### src/rtl/srx_pkg.sv
package srx_pkg;

  // Largest oversampling ratio the bit timer must count.
  localparam int unsigned OS_MAX = 32;

  typedef enum logic [2:0] {
    ST_IDLE  = 3'd0,
    ST_START = 3'd1,
    ST_DATA  = 3'd2,
    ST_STOP  = 3'd3,
    ST_HOLD  = 3'd4
  } rx_state_e;

  // Clocks per bit for each value of the ratio select.
  function automatic int unsigned os_ratio(input logic [1:0] sel);
    case (sel)
      2'b00:   return 8;
      2'b10:   return 32;
      default: return 16;
    endcase
  endfunction

endpackage

### src/rtl/srx_sync.sv
module srx_sync #(
  parameter int unsigned STAGES = 2
) (
  input  logic clk,
  input  logic rst,
  input  logic din,
  output logic dout
);
  localparam int unsigned N = (STAGES < 2) ? 2 : STAGES;

  logic [N-1:0] stg;

  always_ff @(posedge clk) begin
    if (rst) stg <= '1;
    else     stg <= {stg[N-2:0], din};
  end

  assign dout = stg[N-1];
endmodule

### src/rtl/srx_bit_timer.sv
module srx_bit_timer (
  input  logic       clk,
  input  logic       rst,
  input  logic       sync_mode,
  input  logic [1:0] os_sel,
  input  logic       arm,
  input  logic       run,
  output logic       strobe
);
  import srx_pkg::*;

  localparam int unsigned CNT_W = $clog2(OS_MAX);

  logic [CNT_W-1:0] cnt;
  logic [CNT_W-1:0] full_m1;
  logic [CNT_W-1:0] half_m1;

  assign full_m1 = CNT_W'(os_ratio(os_sel) - 1);
  assign half_m1 = CNT_W'((os_ratio(os_sel) / 2) - 1);

  always_ff @(posedge clk) begin
    if (rst)                 cnt <= '0;
    else if (arm)            cnt <= half_m1;
    else if (run) begin
      if (cnt == '0)         cnt <= full_m1;
      else                   cnt <= cnt - 1'b1;
    end
  end

  assign strobe = sync_mode | (run & (cnt == '0));
endmodule

### src/rtl/srx_deframer.sv
module srx_deframer #(
  parameter int unsigned DATA_W = 8
) (
  input  logic              clk,
  input  logic              rst,
  input  logic              rxs,
  input  logic              strobe,
  input  logic              sync_mode,
  input  logic              zero_stop_en,
  input  logic              gate,
  output logic              arm,
  output logic              run,
  output logic [DATA_W-1:0] rx_data,
  output logic              rx_valid,
  output logic              rx_frame_err,
  output logic              rx_break
);
  import srx_pkg::*;

  localparam int unsigned IDX_W = (DATA_W > 1) ? $clog2(DATA_W) : 1;

  rx_state_e         state;
  logic [IDX_W-1:0]  bit_idx;
  logic [DATA_W-1:0] shreg;
  logic              zflag;
  logic              zs_act;

  assign zs_act = sync_mode & zero_stop_en;
  assign arm    = (state == ST_IDLE) & ~rxs & ~gate & ~sync_mode;
  assign run    = (state == ST_START) | (state == ST_DATA) | (state == ST_STOP);

  always_ff @(posedge clk) begin
    if (rst) begin
      state        <= ST_IDLE;
      bit_idx      <= '0;
      shreg        <= '0;
      zflag        <= 1'b0;
      rx_data      <= '0;
      rx_valid     <= 1'b0;
      rx_frame_err <= 1'b0;
      rx_break     <= 1'b0;
    end else begin
      rx_valid     <= 1'b0;
      rx_frame_err <= 1'b0;
      rx_break     <= 1'b0;
      if (gate) begin
        state <= ST_HOLD;
        zflag <= 1'b0;
      end else begin
        case (state)
          ST_IDLE: begin
            if (!rxs) begin
              bit_idx <= '0;
              state   <= sync_mode ? ST_DATA : ST_START;
            end
          end
          ST_START: begin
            if (strobe) state <= rxs ? ST_IDLE : ST_DATA;
          end
          ST_DATA: begin
            if (strobe) begin
              shreg <= {rxs, shreg[DATA_W-1:1]};
              if (bit_idx == IDX_W'(DATA_W - 1)) state <= ST_STOP;
              else bit_idx <= bit_idx + 1'b1;
            end
          end
          ST_STOP: begin
            if (strobe) begin
              rx_valid     <= 1'b1;
              rx_data      <= shreg;
              rx_frame_err <= ~rxs;
              rx_break     <= ~rxs & (shreg == '0) & (~zs_act | zflag);
              zflag        <= zs_act & ~rxs & (shreg == '0);
              bit_idx      <= '0;
              if (rxs)         state <= ST_IDLE;
              else if (zs_act) state <= ST_DATA;
              else             state <= ST_HOLD;
            end
          end
          ST_HOLD: begin
            if (rxs) state <= ST_IDLE;
          end
          default: state <= ST_IDLE;
        endcase
      end
    end
  end

  AST_VALID_ONE_CYCLE: assert property (@(posedge clk) disable iff (rst)
    rx_valid |=> !rx_valid);
  AST_FLAGS_WITH_VALID: assert property (@(posedge clk) disable iff (rst)
    !rx_valid |-> !(rx_frame_err || rx_break));
  AST_BREAK_IS_ZERO_FERR: assert property (@(posedge clk) disable iff (rst)
    (rx_valid && rx_break) |-> (rx_data == '0 && rx_frame_err));
  AST_GATE_SILENT: assert property (@(posedge clk) disable iff (rst)
    gate |=> !rx_valid);
  AST_HOLD_UNTIL_HIGH: assert property (@(posedge clk) disable iff (rst)
    (state == ST_HOLD && !rxs) |=> (state == ST_HOLD));
endmodule

### src/rtl/serial_char_rx.sv
module serial_char_rx #(
  parameter int unsigned DATA_W      = 8,
  parameter int unsigned SYNC_STAGES = 2
) (
  input  logic              clk,
  input  logic              rst,
  input  logic              rxd,
  input  logic              sync_mode,
  input  logic [1:0]        os_sel,
  input  logic              zero_stop_en,
  input  logic              gate_en,
  input  logic              tx_active,
  output logic [DATA_W-1:0] rx_data,
  output logic              rx_valid,
  output logic              rx_frame_err,
  output logic              rx_break
);
  logic rxs;
  logic strobe;
  logic arm;
  logic run;
  logic gate;

  assign gate = gate_en & tx_active;

  srx_sync #(.STAGES(SYNC_STAGES)) u_sync (
    .clk  (clk),
    .rst  (rst),
    .din  (rxd),
    .dout (rxs)
  );

  srx_bit_timer u_timer (
    .clk       (clk),
    .rst       (rst),
    .sync_mode (sync_mode),
    .os_sel    (os_sel),
    .arm       (arm),
    .run       (run),
    .strobe    (strobe)
  );

  srx_deframer #(.DATA_W(DATA_W)) u_deframer (
    .clk          (clk),
    .rst          (rst),
    .rxs          (rxs),
    .strobe       (strobe),
    .sync_mode    (sync_mode),
    .zero_stop_en (zero_stop_en),
    .gate         (gate),
    .arm          (arm),
    .run          (run),
    .rx_data      (rx_data),
    .rx_valid     (rx_valid),
    .rx_frame_err (rx_frame_err),
    .rx_break     (rx_break)
  );
endmodule

### config.mk
export PLATFORM = sky130hd
export DESIGN_NAME = serial_char_rx
export DESIGN_NICKNAME = d
export VERILOG_FILES = /design/src/rtl/srx_pkg.sv /design/src/rtl/srx_sync.sv /design/src/rtl/srx_bit_timer.sv /design/src/rtl/srx_deframer.sv /design/src/rtl/serial_char_rx.sv
export SDC_FILE = /design/constraint.sdc
export NUM_CORES = 1
export LEC_CHECK = 0
export CORE_ASPECT_RATIO = 1.4
export CORE_UTILIZATION = 40
export CTS_CLUSTER_SIZE = 14
export DETAILED_ROUTE_END_ITERATION = 8
export PLACE_DENSITY = 0.65
export SLEW_MARGIN = 20
export SYNTH_ARGS = -nofsm -noshare
export SYNTH_HDL_FRONTEND = slang
export SYNTH_SLANG_ARGS = --single-unit
export TNS_END_PERCENT = 1
### constraint.sdc
create_clock -name clk -period 2.55 [get_ports clk]
set_input_delay 0.255 -clock clk [delete_from_list [all_inputs] [get_ports clk]]
set_output_delay 0.255 -clock clk [all_outputs]
set_load 0.02 [all_outputs]
# Word level (Yosys, flattened, before mapping)

Index checks and enable logic that the tools add are counted.

Register bits after elaboration: 33
Output and inout port bits: 11
Word-level logic and storage cells: 91

Add/sub/neg operators: 4
Equal/unequal tests: 19
Mux-type cells: 22
Bitwise gates (word level): 20
Reduce and logical (&&, ||, !) cells: 15

Operator list:

| kind                                                  | count |
|---|---|
| 2-to-1 mux 3 bit                                      | 13 |
| inequality test 3 x 2 -> 1 bit, second input constant | 6 |
| AND reduction 6 bit                                   | 3 |
| 2-to-1 mux 5 bit                                      | 3 |
| one-hot mux 3 bit (5 select lines)                    | 1 |
| subtractor 5 x 1 -> 5 bit, second input constant      | 3 |
| inequality test 2 bit, second input constant          | 7 |
| one-hot mux 6 bit (2 select lines)                    | 1 |
| bitwise AND 1 bit                                     | 10 |
| one-hot mux 3 bit (3 select lines)                    | 1 |
| logical NOT 8 bit                                     | 1 |
| equality test 3 x 2 -> 1 bit, second input constant   | 2 |
| equality test 3 bit, second input constant            | 2 |
| inverter 1 bit                                        | 6 |
| AND reduction 3 bit                                   | 2 |
| logical NOT 5 bit                                     | 1 |
| 2-to-1 mux 2 bit                                      | 2 |
| bitwise OR 1 bit                                      | 4 |
| OR reduction 4 bit                                    | 1 |
| adder 3 x 1 -> 3 bit, second input constant           | 1 |
| equality test 3 x 1 -> 1 bit, second input constant   | 1 |
| logical NOT 3 bit                                     | 1 |
| nonzero test 3 bit                                    | 1 |
| OR reduction 3 bit                                    | 1 |
| 6 further kinds                                       | 6 |

# Depth between registers and ports, before layout

Word-level depth: 8
Depth in mapped cells: 6
Mapped depth without buffers: 6

# Modules after synthesis

A second synthesis with hierarchy kept.

Cell total of the unflattened synthesis: 161
Area, all modules: 1,520.2 um^2

Modules (own cells, without submodules):

| module         | instances | cells an instance | area an instance (um^2) |
|---|---|---|---|
| srx_deframer   | 1         | 124               | 1,159.9 |
| srx_bit_timer  | 1         | 32                | 301.5 |
| srx_sync       | 1         | 4                 | 52.6 |
| serial_char_rx | 1         | 1                 | 6.3 |

# Worst setup path after synthesis

Ideal clock, no wire load.

Kind: register to register
From: register u_timer.cnt[0]
To: register u_deframer.bit_idx[2]
Setup time: 0.122 ns
Arrival time: 1.522 ns
Slack: 0.907 ns
Stages on the path, launching flop included: 5
Buffers on the path: 0
Clock period less this slack: 1.643 ns
Cells stage by stage: dfxtp_1 > or4_4 > or3_1 > a41oi_2 > o2bb2ai_1

Cells in the longest elaborated chain, start to end: 5
Elaborated cells between the ends (all ways): 6
Classes of those cells: 2 x eq/ne; 2 x bitwise; 2 x reduce/logical

Ends and longest elaborated chain:

| item                            | line                | RTL |
|---|---|---|
| start, declared                 | srx_bit_timer.sv:14 | `logic [CNT_W-1:0] cnt;` |
| start signal, assigned          | srx_bit_timer.sv:23 | `else if (arm) cnt <= half_m1;` |
| start signal, assigned          | srx_bit_timer.sv:25 | `if (cnt == '0) cnt <= full_m1;` |
| start signal, assigned          | srx_bit_timer.sv:26 | `else cnt <= cnt - 1'b1;` |
| logical NOT 5 bit *             | srx_bit_timer.sv:30 | `assign strobe = sync_mode \| (run & (cnt == '0));` |
| bitwise AND 1 bit *             | srx_bit_timer.sv:30 |  |
| bitwise OR 1 bit *              | srx_bit_timer.sv:30 |  |
| inequality test 2 bit (no line) | -                   |  |
| AND reduction 6 bit (no line) * | -                   |  |
| end signal, assigned            | srx_deframer.sv:64  | `else bit_idx <= bit_idx + 1'b1;` |
| end, declared                   | srx_deframer.sv:23  | `logic [IDX_W-1:0] bit_idx;` |

Mark *: on every way between the ends. The rest lies on a longest branch, timed or not.
A chain may end at the register's enable or synchronous reset.

# Worst setup path in the final report

From: register u_timer.cnt[0]
To: register u_deframer.shreg[3]

Cells in the longest elaborated chain, start to end: 4

Ends and longest elaborated chain:

| item                          | line                | RTL |
|---|---|---|
| logical NOT 5 bit             | srx_bit_timer.sv:30 |  |
| bitwise AND 1 bit             | srx_bit_timer.sv:30 |  |
| bitwise OR 1 bit              | srx_bit_timer.sv:30 |  |
| AND reduction 3 bit (no line) | -                   |  |
| end signal, assigned          | srx_deframer.sv:62  | `shreg <= {rxs, shreg[DATA_W-1:1]};` |
| end, declared                 | srx_deframer.sv:24  | `logic [DATA_W-1:0] shreg;` |

No other way between the ends.

==> out/qor.yml <==
timing:
  finalHoldViolCount: 0
  setup-tns-final_ps: 0
  worst-slew-pin-transition_ps: 614
  period_share: 0.690
  slew_headroom: 0.589
  fin_crit_ps: 1760
  slew_violations: 0
  setup_viol: 0
  fin_skew_ps: 2.91
  rsz0062_at_grt: "false"
  fmax_mhz: 568
  setup_ws_ps: 791
floorplanning:
  rows: 26
  pin_count: 20
  coreArea_um2: 3680
  dieArea_um2: 4140
  die_x_um: 54.6
  start_util: 0.422
  die_h_um: 75.7
clocking:
  cts_buffers: 5
  cts_resized: 0
  clk_latency_ps: 290
  post_cts.repair.setup_buffers: 0
  clock_path_buffers: 2
  cts.htree.levels: 2
  cts.sinks: 33
  clk_pin_slew_worst_paths_ps: 70
  cts-root-buf: "clkbuf_8"
  hold_buffers: 0
  cts_tree: "built"
synthesis:
  ys_seq_area_frac: 0.426
  synth-adder-area-share: 0.0242
  synth_mux_area_frac: 0.116
  synth_nets: 172
  synth_top_family_by_area: "simple AND/OR/NAND/NOR gates"
  ys_ff_latch: 33
  synth_xor_area_frac: 0.00565
  ys.warnings.count: 0
  syn-mean-instance-area_um2: 9.70
  synthCells: 160
  synth_compound_area_frac: 0.152
  syn-cell-area_um2: 1550
  ys_types: 43
  synthSimpleGateAreaFrac: 0.246
placed_design:
  dpl.hpwl_um: 2340
  dpl_worst_slack_ps: 669
  place.port_buffers: 19
  routabilityCongestion: 0.766
setup_path:
  rr_endpoint: "u_deframer.shreg[3]"
  cp.required_ps: 2710
  rr_startpoint: "u_timer.cnt[0]"
  r2r_slack_ps: 790
  cp-end-kind: "flop"
  cpPeakStageDelay_ps: 570
  path_class: "reg2reg"
  path_max_fanout: 8
  reg2regPathDepth: 4
  crit_slowest_cell: "or4_4"
  startpoint_type: "flop"
  critical_path_buf_inv_count: 0
  critPathArrivalTime_ps: 1920
  crit_chain: "or4_4 > o21bai_4 > nand2b_1 > mux2i_1"
  cpLargestDelayFamily: "simple AND/OR/NAND/NOR gates"
grt:
  grt_usage: 0.187
  grt-ovfl-total: 0
  grt_pass1_vias: 1243
  antenna_found_initial: 0
  grt_max_degree: 19
  grt_pass1_wl_um: 5480
power:
  power.density_nw_per_um2: 553
  p_leak_uw: 0.000735
  vdd_drop_max_v: 0.000333
worst_hold_path:
  min_to: "u_sync.stg[1]"
  worstHoldPathType: "reg2reg"
  hold_path_startpoint: "u_sync.stg[0]"
  hold_depth: 1
detailed_routing:
  vias: 1231
  ant_nets: 0
  vias_per_cell: 5.52
  wl_per_cell_um: 14.6
  drtIter0Drc: 45
  drtPass1Iterations: 4
  routed_wl_um: 3260
  drc: 0
layout:
  seq_area_um2: 661
  nNetsFinal: 192
  areaGrowthSynthToFinish_pct: 19.8
  fillers: 346
  diodes: 0
  drive_gt1_frac: 0.110
  multi_input_area_um2: 843
flow_run:
  drv_cap: 0
status:
  status: "finished clean"
## cell families (layout without fill, tap and decap cells)
family	after synthesis	after routing
fa+ha+maj	3	3
flops	33	33
xor+xnor	1	1
buf+inv	12	33
compound gates	31	31
simple gates	62	62
mux	18	18
## how the worst max path moves through the flow
stage / end / cells after the start / startpoint
global placement: u_deframer.bit_idx[1] / 4 / rst
finish: u_deframer.shreg[3] / 4 / u_timer.cnt[0]
CTS: u_deframer.shreg[3] / 4 / u_timer.cnt[0]
detailed placement: u_deframer.bit_idx[1] / 4 / rst
floorplan: u_deframer.bit_idx[2] / 4 / u_timer.cnt[0]
global route: u_deframer.shreg[3] / 4 / u_timer.cnt[0]
## registers in the layout, indices dropped and copies added, names as in the netlist
name                     count
u_deframer.rx_data           8
u_deframer.shreg             8
u_timer.cnt                  5
u_deframer.bit_idx           3
u_deframer.state             3
u_sync.stg                   2
u_deframer.rx_break          1
u_deframer.rx_frame_err      1
u_deframer.rx_valid          1
u_deframer.zflag             1
## Yosys cell counts (all sizes together)
| master | n | area share |
|---|---|---|
| o21ba | 1 | 0.0065 |
| mux2i | 18 | 0.12 |
| a31o | 1 | 0.0056 |
| inv | 5 | 0.012 |
| nand2 | 6 | 0.015 |
| ha | 3 | 0.024 |
| a21oi | 8 | 0.026 |
| o21ai | 4 | 0.013 |
| clkbuf | 5 | 0.012 |
| nand2b | 23 | 0.093 |
| a211oi | 3 | 0.018 |
| dfxtp | 33 | 0.43 |
| o21bai | 2 | 0.017 |
| or4 | 2 | 0.012 |
| nor3 | 3 | 0.0097 |
| a311oi | 1 | 0.0056 |
| nor4 | 5 | 0.024 |
| and3 | 1 | 0.0040 |
| nor4b | 1 | 0.0056 |
| nand4 | 3 | 0.012 |
| o311ai | 1 | 0.0056 |
| a41oi | 1 | 0.010 |
| and2 | 1 | 0.0040 |
| nor2 | 7 | 0.019 |
| buf | 2 | 0.0065 |
| or3 | 2 | 0.0081 |
| o2bb2ai | 3 | 0.017 |
| o22a | 1 | 0.0056 |
| xnor2 | 1 | 0.0056 |
| nor2b | 1 | 0.0040 |
| or2 | 3 | 0.012 |
| o211ai | 1 | 0.0048 |
| nand3b | 2 | 0.0097 |
| a21o | 1 | 0.0048 |
| nand3 | 2 | 0.015 |
| a31oi | 3 | 0.012 |
## per-layer routing
metal | global-route usage | part of all wire | up-vias
met5 | 0 | 0 | -
met4 | 0.0855 | 0.020 | 0
met3 | 0.0559 | 0.039 | 7
met2 | 0.328 | 0.52 | 18
met1 | 0.199 | 0.42 | 590
li1 | - | - | 616
## metrics by stage
stage	instances	utilization	hold WS (ps)	power (µW)	area, µm²
2_1_floorplan	160	-	359	622	1550
3_3_place_gp	215	0.482	400	653	1770
3_5_place_dp	215	0.482	397	655	1770
4_1_cts	223	0.506	420	1040	1860
5_1_grt	223	0.506	449	1080	1860
6_report	223	0.506	418	1030	1860
## final cells by class
cell class	instances	area share
clock inverter	3	0.00942
timing repair buffer	20	0.106
tap	42	0.0283
inverter	5	0.0101
sequential	33	0.355
clock buffer	5	0.0370
multi-input combinational	115	0.454
## power by group
| group | internal [µW] | leakage [µW] | switching [µW] |
|---|---|---|---|
| Clock | 188 | 0.0000439 | 195 |
| Sequential | 524 | 0.000267 | 12.7 |
| Combinational | 52.2 | 0.000424 | 55.1 |
| Total | 765 | 0.000735 | 263 |
## placed cells by master, fill, tap and decap left out, types with 4 or more instances in the layout
cell type        Yosys  final
inv_1                5      5
clkdlybuf4s50_1      0     19
a21oi_1              8      8
clkbuf_8             0      5
nand2_1              6      6
dfxtp_1             33     33
mux2i_1             18     18
nand2b_1            23     23
nor2_1               6      6
nor4_1               4      4
Power figures use the tool's default switching activity.
